===== src/rtl/rdo_status_pkg.sv =====
package rdo_status_pkg;
  localparam int STAT_W = 9;

  // status word bit positions
  localparam int B_HDR_WAIT  = 0;
  localparam int B_EOF_ERR   = 1;
  localparam int B_FBA_VALID = 2;
  localparam int B_LAST      = 3;
  localparam int B_ABORT     = 4;
  localparam int B_FIFO_TO   = 5;
  localparam int B_FRAME_RD  = 6;
  localparam int B_FBA_WAIT  = 7;
  localparam int B_HF_TO     = 8;

  localparam logic [STAT_W-1:0] PHASE_MASK = 9'h0C5;
  localparam logic [STAT_W-1:0] EVENT_MASK = 9'h13A;

  typedef logic [STAT_W-1:0] stat_t;
endpackage


===== src/rtl/rdo_rst_sync.sv =====
module rdo_rst_sync (
  input  logic clk,
  input  logic rst_n,
  output logic rst_n_sync
);
  logic [1:0] sync_q;

  always_ff @(posedge clk or negedge rst_n) begin
    if (!rst_n) sync_q <= 2'b00;
    else        sync_q <= {sync_q[0], 1'b1};
  end

  assign rst_n_sync = sync_q[1];
endmodule


===== src/rtl/rdo_idle_timer.sv =====
module rdo_idle_timer #(
  parameter int LIMIT = 1000
) (
  input  logic clk,
  input  logic rst_n,
  input  logic run,
  input  logic kick,
  output logic expire
);
  localparam int CW = (LIMIT > 2) ? $clog2(LIMIT) : 1;
  localparam logic [CW-1:0] LAST = CW'(LIMIT - 1);

  logic [CW-1:0] cnt_q, cnt_d;
  logic          cnt_en;

  always_comb begin
    expire = run && !kick && (cnt_q == LAST);
    cnt_en = 1'b1;
    if (!run || kick || expire) cnt_d = '0;
    else                        cnt_d = cnt_q + 1'b1;
  end

  always_ff @(posedge clk or negedge rst_n) begin
    if (!rst_n)      cnt_q <= '0;
    else if (cnt_en) cnt_q <= cnt_d;
  end
endmodule


===== src/rtl/rdo_stat_reg.sv =====
module rdo_stat_reg
  import rdo_status_pkg::*;
(
  input  logic  clk,
  input  logic  rst_n,
  input  stat_t phase_in,
  input  stat_t event_in,
  input  logic  done_in,
  output stat_t stat_word,
  output logic  irq
);
  stat_t phase_q, event_q;
  logic  irq_q;
  logic  irq_d;
  logic  evt_en;

  always_comb begin
    irq_d  = done_in || (|(event_in & EVENT_MASK));
    evt_en = irq_d;
  end

  always_ff @(posedge clk or negedge rst_n) begin
    if (!rst_n) begin
      phase_q <= '0;
      event_q <= '0;
      irq_q   <= 1'b0;
    end else begin
      phase_q <= phase_in & PHASE_MASK;
      irq_q   <= irq_d;
      if (evt_en) event_q <= event_in & EVENT_MASK;
    end
  end

  assign stat_word = phase_q | event_q;
  assign irq       = irq_q;
endmodule


===== src/rtl/rdo_status_mon.sv =====
module rdo_status_mon
  import rdo_status_pkg::*;
#(
  parameter int CLK_MHZ    = 200,
  parameter int FIFO_TO_US = 65000,
  parameter int HF_TO_US   = 65000
) (
  input  logic                clk,
  input  logic                rst_n,
  input  logic                hdr_wait_i,
  input  logic                fba_valid_i,
  input  logic                frame_rd_i,
  input  logic                fba_wait_i,
  input  logic                eof_err_i,
  input  logic                frame_done_i,
  input  logic                fifo_rd_i,
  input  logic                hf_wait_i,
  input  logic                abort_i,
  output logic [STAT_W-1:0]   stat_word_o,
  output logic                frame_irq_o
);
  localparam int FIFO_LIMIT = CLK_MHZ * FIFO_TO_US;
  localparam int HF_LIMIT   = CLK_MHZ * HF_TO_US;
  localparam int NTMR       = 2;
  localparam int T_FIFO     = 0;
  localparam int T_HF       = 1;

  logic            rst_n_i;
  logic [NTMR-1:0] t_run, t_kick, t_exp;
  stat_t           phase_v, event_v;
  logic            abort_rd;

  rdo_rst_sync u_rst (
    .clk        (clk),
    .rst_n      (rst_n),
    .rst_n_sync (rst_n_i)
  );

  always_comb begin
    t_run[T_FIFO]  = frame_rd_i;
    t_kick[T_FIFO] = fifo_rd_i;
    t_run[T_HF]    = hf_wait_i;
    t_kick[T_HF]   = 1'b0;
  end

  for (genvar g = 0; g < NTMR; g++) begin : g_tmr
    localparam int LIM = (g == T_FIFO) ? FIFO_LIMIT : HF_LIMIT;
    rdo_idle_timer #(.LIMIT(LIM)) u_tmr (
      .clk    (clk),
      .rst_n  (rst_n_i),
      .run    (t_run[g]),
      .kick   (t_kick[g]),
      .expire (t_exp[g])
    );
  end

  always_comb begin
    abort_rd = abort_i && frame_rd_i;

    phase_v              = '0;
    phase_v[B_HDR_WAIT]  = hdr_wait_i;
    phase_v[B_FBA_VALID] = fba_valid_i;
    phase_v[B_FRAME_RD]  = frame_rd_i;
    phase_v[B_FBA_WAIT]  = fba_wait_i;

    event_v              = '0;
    event_v[B_EOF_ERR]   = eof_err_i;
    event_v[B_LAST]      = t_exp[T_FIFO] || abort_rd;
    event_v[B_ABORT]     = abort_rd;
    event_v[B_FIFO_TO]   = t_exp[T_FIFO];
    event_v[B_HF_TO]     = t_exp[T_HF];
  end

  rdo_stat_reg u_stat (
    .clk       (clk),
    .rst_n     (rst_n_i),
    .phase_in  (phase_v),
    .event_in  (event_v),
    .done_in   (frame_done_i),
    .stat_word (stat_word_o),
    .irq       (frame_irq_o)
  );
endmodule


===== config.mk =====
export PLATFORM = sky130hd
export DESIGN_NAME = rdo_status_mon
export DESIGN_NICKNAME = d
export VERILOG_FILES = /design/src/rtl/rdo_status_pkg.sv /design/src/rtl/rdo_rst_sync.sv /design/src/rtl/rdo_idle_timer.sv /design/src/rtl/rdo_stat_reg.sv /design/src/rtl/rdo_status_mon.sv
export SDC_FILE = /design/constraint.sdc
export NUM_CORES = 1
export LEC_CHECK = 0
export BUFFER_PORTS_ARGS = -buffer_cell sky130_fd_sc_hd__buf_2
export CORE_MARGIN = 2
export CORE_UTILIZATION = 48
export CTS_CLUSTER_DIAMETER = 80
export DETAILED_ROUTE_END_ITERATION = 8
export PLACE_DENSITY = 0.72
export SYNTH_ARGS = -nofsm -noshare
export SYNTH_HDL_FRONTEND = slang
export SYNTH_HIERARCHICAL = 1
export SYNTH_SLANG_ARGS = --single-unit

===== constraint.sdc =====
create_clock -name clk -period 2.4 [get_ports clk]
set_input_delay 0.12 -clock clk [delete_from_list [all_inputs] [get_ports clk]]
set_output_delay 0.12 -clock clk [all_outputs]
set_load 0.005 [all_outputs]

==> run summary <==
In this run, placement finished with an instance count of 382. In the layout the commonest cells are sky130_fd_sc_hd__dfrtp_1, sky130_fd_sc_hd__nor2_1, sky130_fd_sc_hd__nand3_1, sky130_fd_sc_hd__buf_2. The startpoint class of the critical path is a flop. Across the VDD grid, the largest voltage drop is around 370 uV.

The post-CTS setup repair buffer count came out at 0. The TritonCTS buffer count is 9. The antenna violation net count after detailed routing came out at 0. The number of filler cells placed in the layout is 530. The congestion estimate from routability-driven global placement came to between 0.8 and 0.9.

The longest individual stage delay on the worst path came out at roughly 0.5 ns. After synthesis, the mean cell area works out to 9.902 um^2. The global-route usage over all layers came out at 0.1821. The worst-path maximum fanout is 8.

Counting distinct cell types in the post-synthesis netlist gives 29. 0 antenna diodes ended up in the layout. In the final routed layout, each cell accounts on average for 13.38 um.

sky130_fd_sc_hd__dfrtp_1 takes more of the synthesized area than any other cell. The final hold violation count is 0. The path class of the tightest hold or removal check is input pin to flop.

Among all stages on the critical path, the largest delay is contributed by sky130_fd_sc_hd__or4_1. For this run, the number of Yosys warnings is 6. The violation count after the first detailed-route iteration is between 100 and 150. The initial antenna violation count came out at 0. The worst endpoint required time came out at 2.61 ns. The tree is rooted in a sky130_fd_sc_hd__clkbuf_8. The proportion of layout cells with a drive suffix above 1 came out at 0.1442.

The number of rows in the core area came out at 28. The worst setup path is captured at a flop. The first-pass iteration count of the detailed router came out at 4.

The worst-case clock skew came out at around 0.0067 ns. The synthesis-to-finish area growth is 15.73%. The largest net degree at the start of global routing came out at 29. The average vias per placed instance is ~5.5. After floorplanning, the core was sized to cover about 6000 um^2.

After synthesis, the cell types taking the most area are sky130_fd_sc_hd__dfrtp_1, sky130_fd_sc_hd__nor2_1, sky130_fd_sc_hd__xnor2_1. The buffering stage count on the worst path with inverters included came out at 0. The async set-reset flop share out of synthesis came out at 1.000. The depth of the CTS H-tree is 3. The placed wire-length estimate after detailed placement is about 3800 um. The total via count in the routed design is roughly 2,200. Of the post-synthesis cell area, the dominant cell type holds 0.5229. The final cell count without fillers came out at roughly 400.

Summed over all failing endpoints, the final setup total negative slack is 0 ns. Setup repair after global routing left no endpoint under its margin. The die is between 80 and 90 um tall. The critical path is of the flop to flop type. The library cell used most frequently in the layout, excluding fill and tap cells, is sky130_fd_sc_hd__dfrtp_1. The mapped netlist covers approximately 2900 um^2. The count of clock tree sinks is 60. For this run, the post-layout net count is between 300 and 400. The I/O pin count is 21. The later-pin clock latency in the skew report came out at about 0.32 ns. The via count of the first global-routing pass came to 2,037.

During placement, the flow inserted port buffers numbering 20. Setup violations remaining at the end of the flow were counted as 0. The synthesized design contains 60 register bits. The starting utilization of the core area came out at 0.4908. The number of nets in the synthesized netlist is slightly above 300.

The total count of max-transition violations in the final report is 0. The first global-routing pass estimated about 9200 um of wire. The flow ran to the end, and the final reports show no timing, DRC or antenna violations. The category of cells accounting for the largest share of critical-path delay is simple AND/OR/NAND/NOR gates. Summing all multi-input logic gate instances after layout gives approximately 1300 um^2. In the final layout, flip-flops and latches occupy between 1500 and 2000 um^2. The post-synthesis sequential area ratio came out at 0.5229. The clock input transition at the sequential cells of the worst setup and hold paths came out at about 0.06 ns. Traced cell by cell, the critical path runs through or4_1 -> nor4_1 -> nand3_1 -> nor2_1 -> nor4_4 -> a31o_1.

The area of the die is between 6000 and 7000 um^2. The setup check on the worst reg-to-reg path leaves a slack of 0.24 ns. The leakage dissipation is about 1.4 nW. The maximum achievable frequency came out at approximately 460 MHz. The wire length reported by the detailed router came out at 5364 um. After technology mapping, the gate count stands at 290. STA puts the critical path data arrival time at about 2.4 ns.

The longest clock path from root to sink contains 2 buffers. The max-capacitance violation count is 0. The aggregate global routing overflow came out at 0. The final routed DRC violation total came out at 0.

TritonCTS built the clock tree. The overall die width came out at 81.35 um. The post-route minimum period is 2.158 ns. Dividing the final minimum period by the clock period gives 0.8994.

The count of flip-flops with a built-in enable after synthesis is 0. The most used flip-flop cell after synthesis is sky130_fd_sc_hd__dfrtp_1. The areal power density over the cells is about 570 nW/um^2.
## routing by layer
layer  global-route usage  routed length, um  vias up
met3              0.04333                207       10
met4              0.08983                106        0
li1                     -                  -     1099
met5                    0                  0        -
met1               0.2461               2574     1064
met2               0.2738               2476       46
## layout make-up
| class | count | share of cell area |
|---|---|---|
| sequential | 60 | 0.4522 |
| tap | 75 | 0.02824 |
| inverter | 8 | 0.009036 |
| timing repair buffer | 30 | 0.06401 |
| multi-input combinational | 214 | 0.3938 |
| clock inverter | 2 | 0.003012 |
| clock buffer | 12 | 0.04970 |
## cell families after synthesis
kind of cell | after synthesis | synth area share
simple gates | 140 | 0.2754
flops | 60 | 0.5229
compound gates | 44 | 0.08671
xor+xnor | 26 | 0.07930
buf+inv | 16 | 0.02440
fa+ha+maj | 2 | 0.008713
other cells | 2 | 0.002615
## synth_stat cells (12+ instances only)
cell,instances
sky130_fd_sc_hd__nor2_1,35
sky130_fd_sc_hd__nand4_1,12
sky130_fd_sc_hd__or3_1,18
sky130_fd_sc_hd__nand3_1,20
sky130_fd_sc_hd__xnor2_1,14
sky130_fd_sc_hd__nand2_1,13
sky130_fd_sc_hd__dfrtp_1,60
sky130_fd_sc_hd__a21oi_1,18
sky130_fd_sc_hd__xor2_1,12
sky130_fd_sc_hd__o21ai_0,18
## metrics by stage
step                cell area, um^2    util  hold WS, ns  power (mW)  setup slack, ns
floorplan                      2872       -      -0.1756       1.091           0.2901
global placement               3089  0.5280     -0.09512       1.130           0.1841
detailed placement             3089  0.5280     -0.09388       1.131           0.1538
CTS                            3314  0.5665      0.02951       1.943           0.1515
global route                   3323  0.5680      0.05164       1.999          0.05639
finish                         3323  0.5680      0.05696       1.904           0.2415
## power by group
| group | leakage (nW) | internal [mW] | switching [mW] | total [mW] |
|---|---|---|---|---|
| sequential | 0.812 | 1.02 | 0.0101 | 1.03 |
| combinational | 0.462 | 0.0345 | 0.0475 | 0.0820 |
| clock | 0.0941 | 0.444 | 0.344 | 0.788 |
| total | 1.37 | 1.50 | 0.402 | 1.90 |
## final timing paths
path,start,end,cells past startpoint
min in group asynchronous,rst_n,u_rst/sync_q[0],2
hold reg to reg,u_rst/sync_q[1],u_stat/phase_q[7],0
max in group asynchronous,u_rst/sync_q[1],g_tmr[0].u_tmr/cnt_q[13],1
setup / recovery,g_tmr[1].u_tmr/cnt_q[6],u_stat/event_q[1],6
setup reg to reg,g_tmr[1].u_tmr/cnt_q[6],u_stat/event_q[1],6
hold / removal,eof_err_i,u_stat/event_q[1],2
## sequential cells by signal, summed over array words and instances, names as in the netlist
name	flops
g_tmr.u_tmr/cnt_q	48
u_rst/sync_q	2
u_stat/event_q	5
u_stat/irq	1
u_stat/phase_q	4
## timing repair
action | in CTS | in global routing
hold endpoints to repair | 6 | 0
resized for setup | 0 | 2
setup endpoints to repair | 0 | 5
hold buffers | 5 | 0
Note: power is estimated with default switching activity, not from simulation.
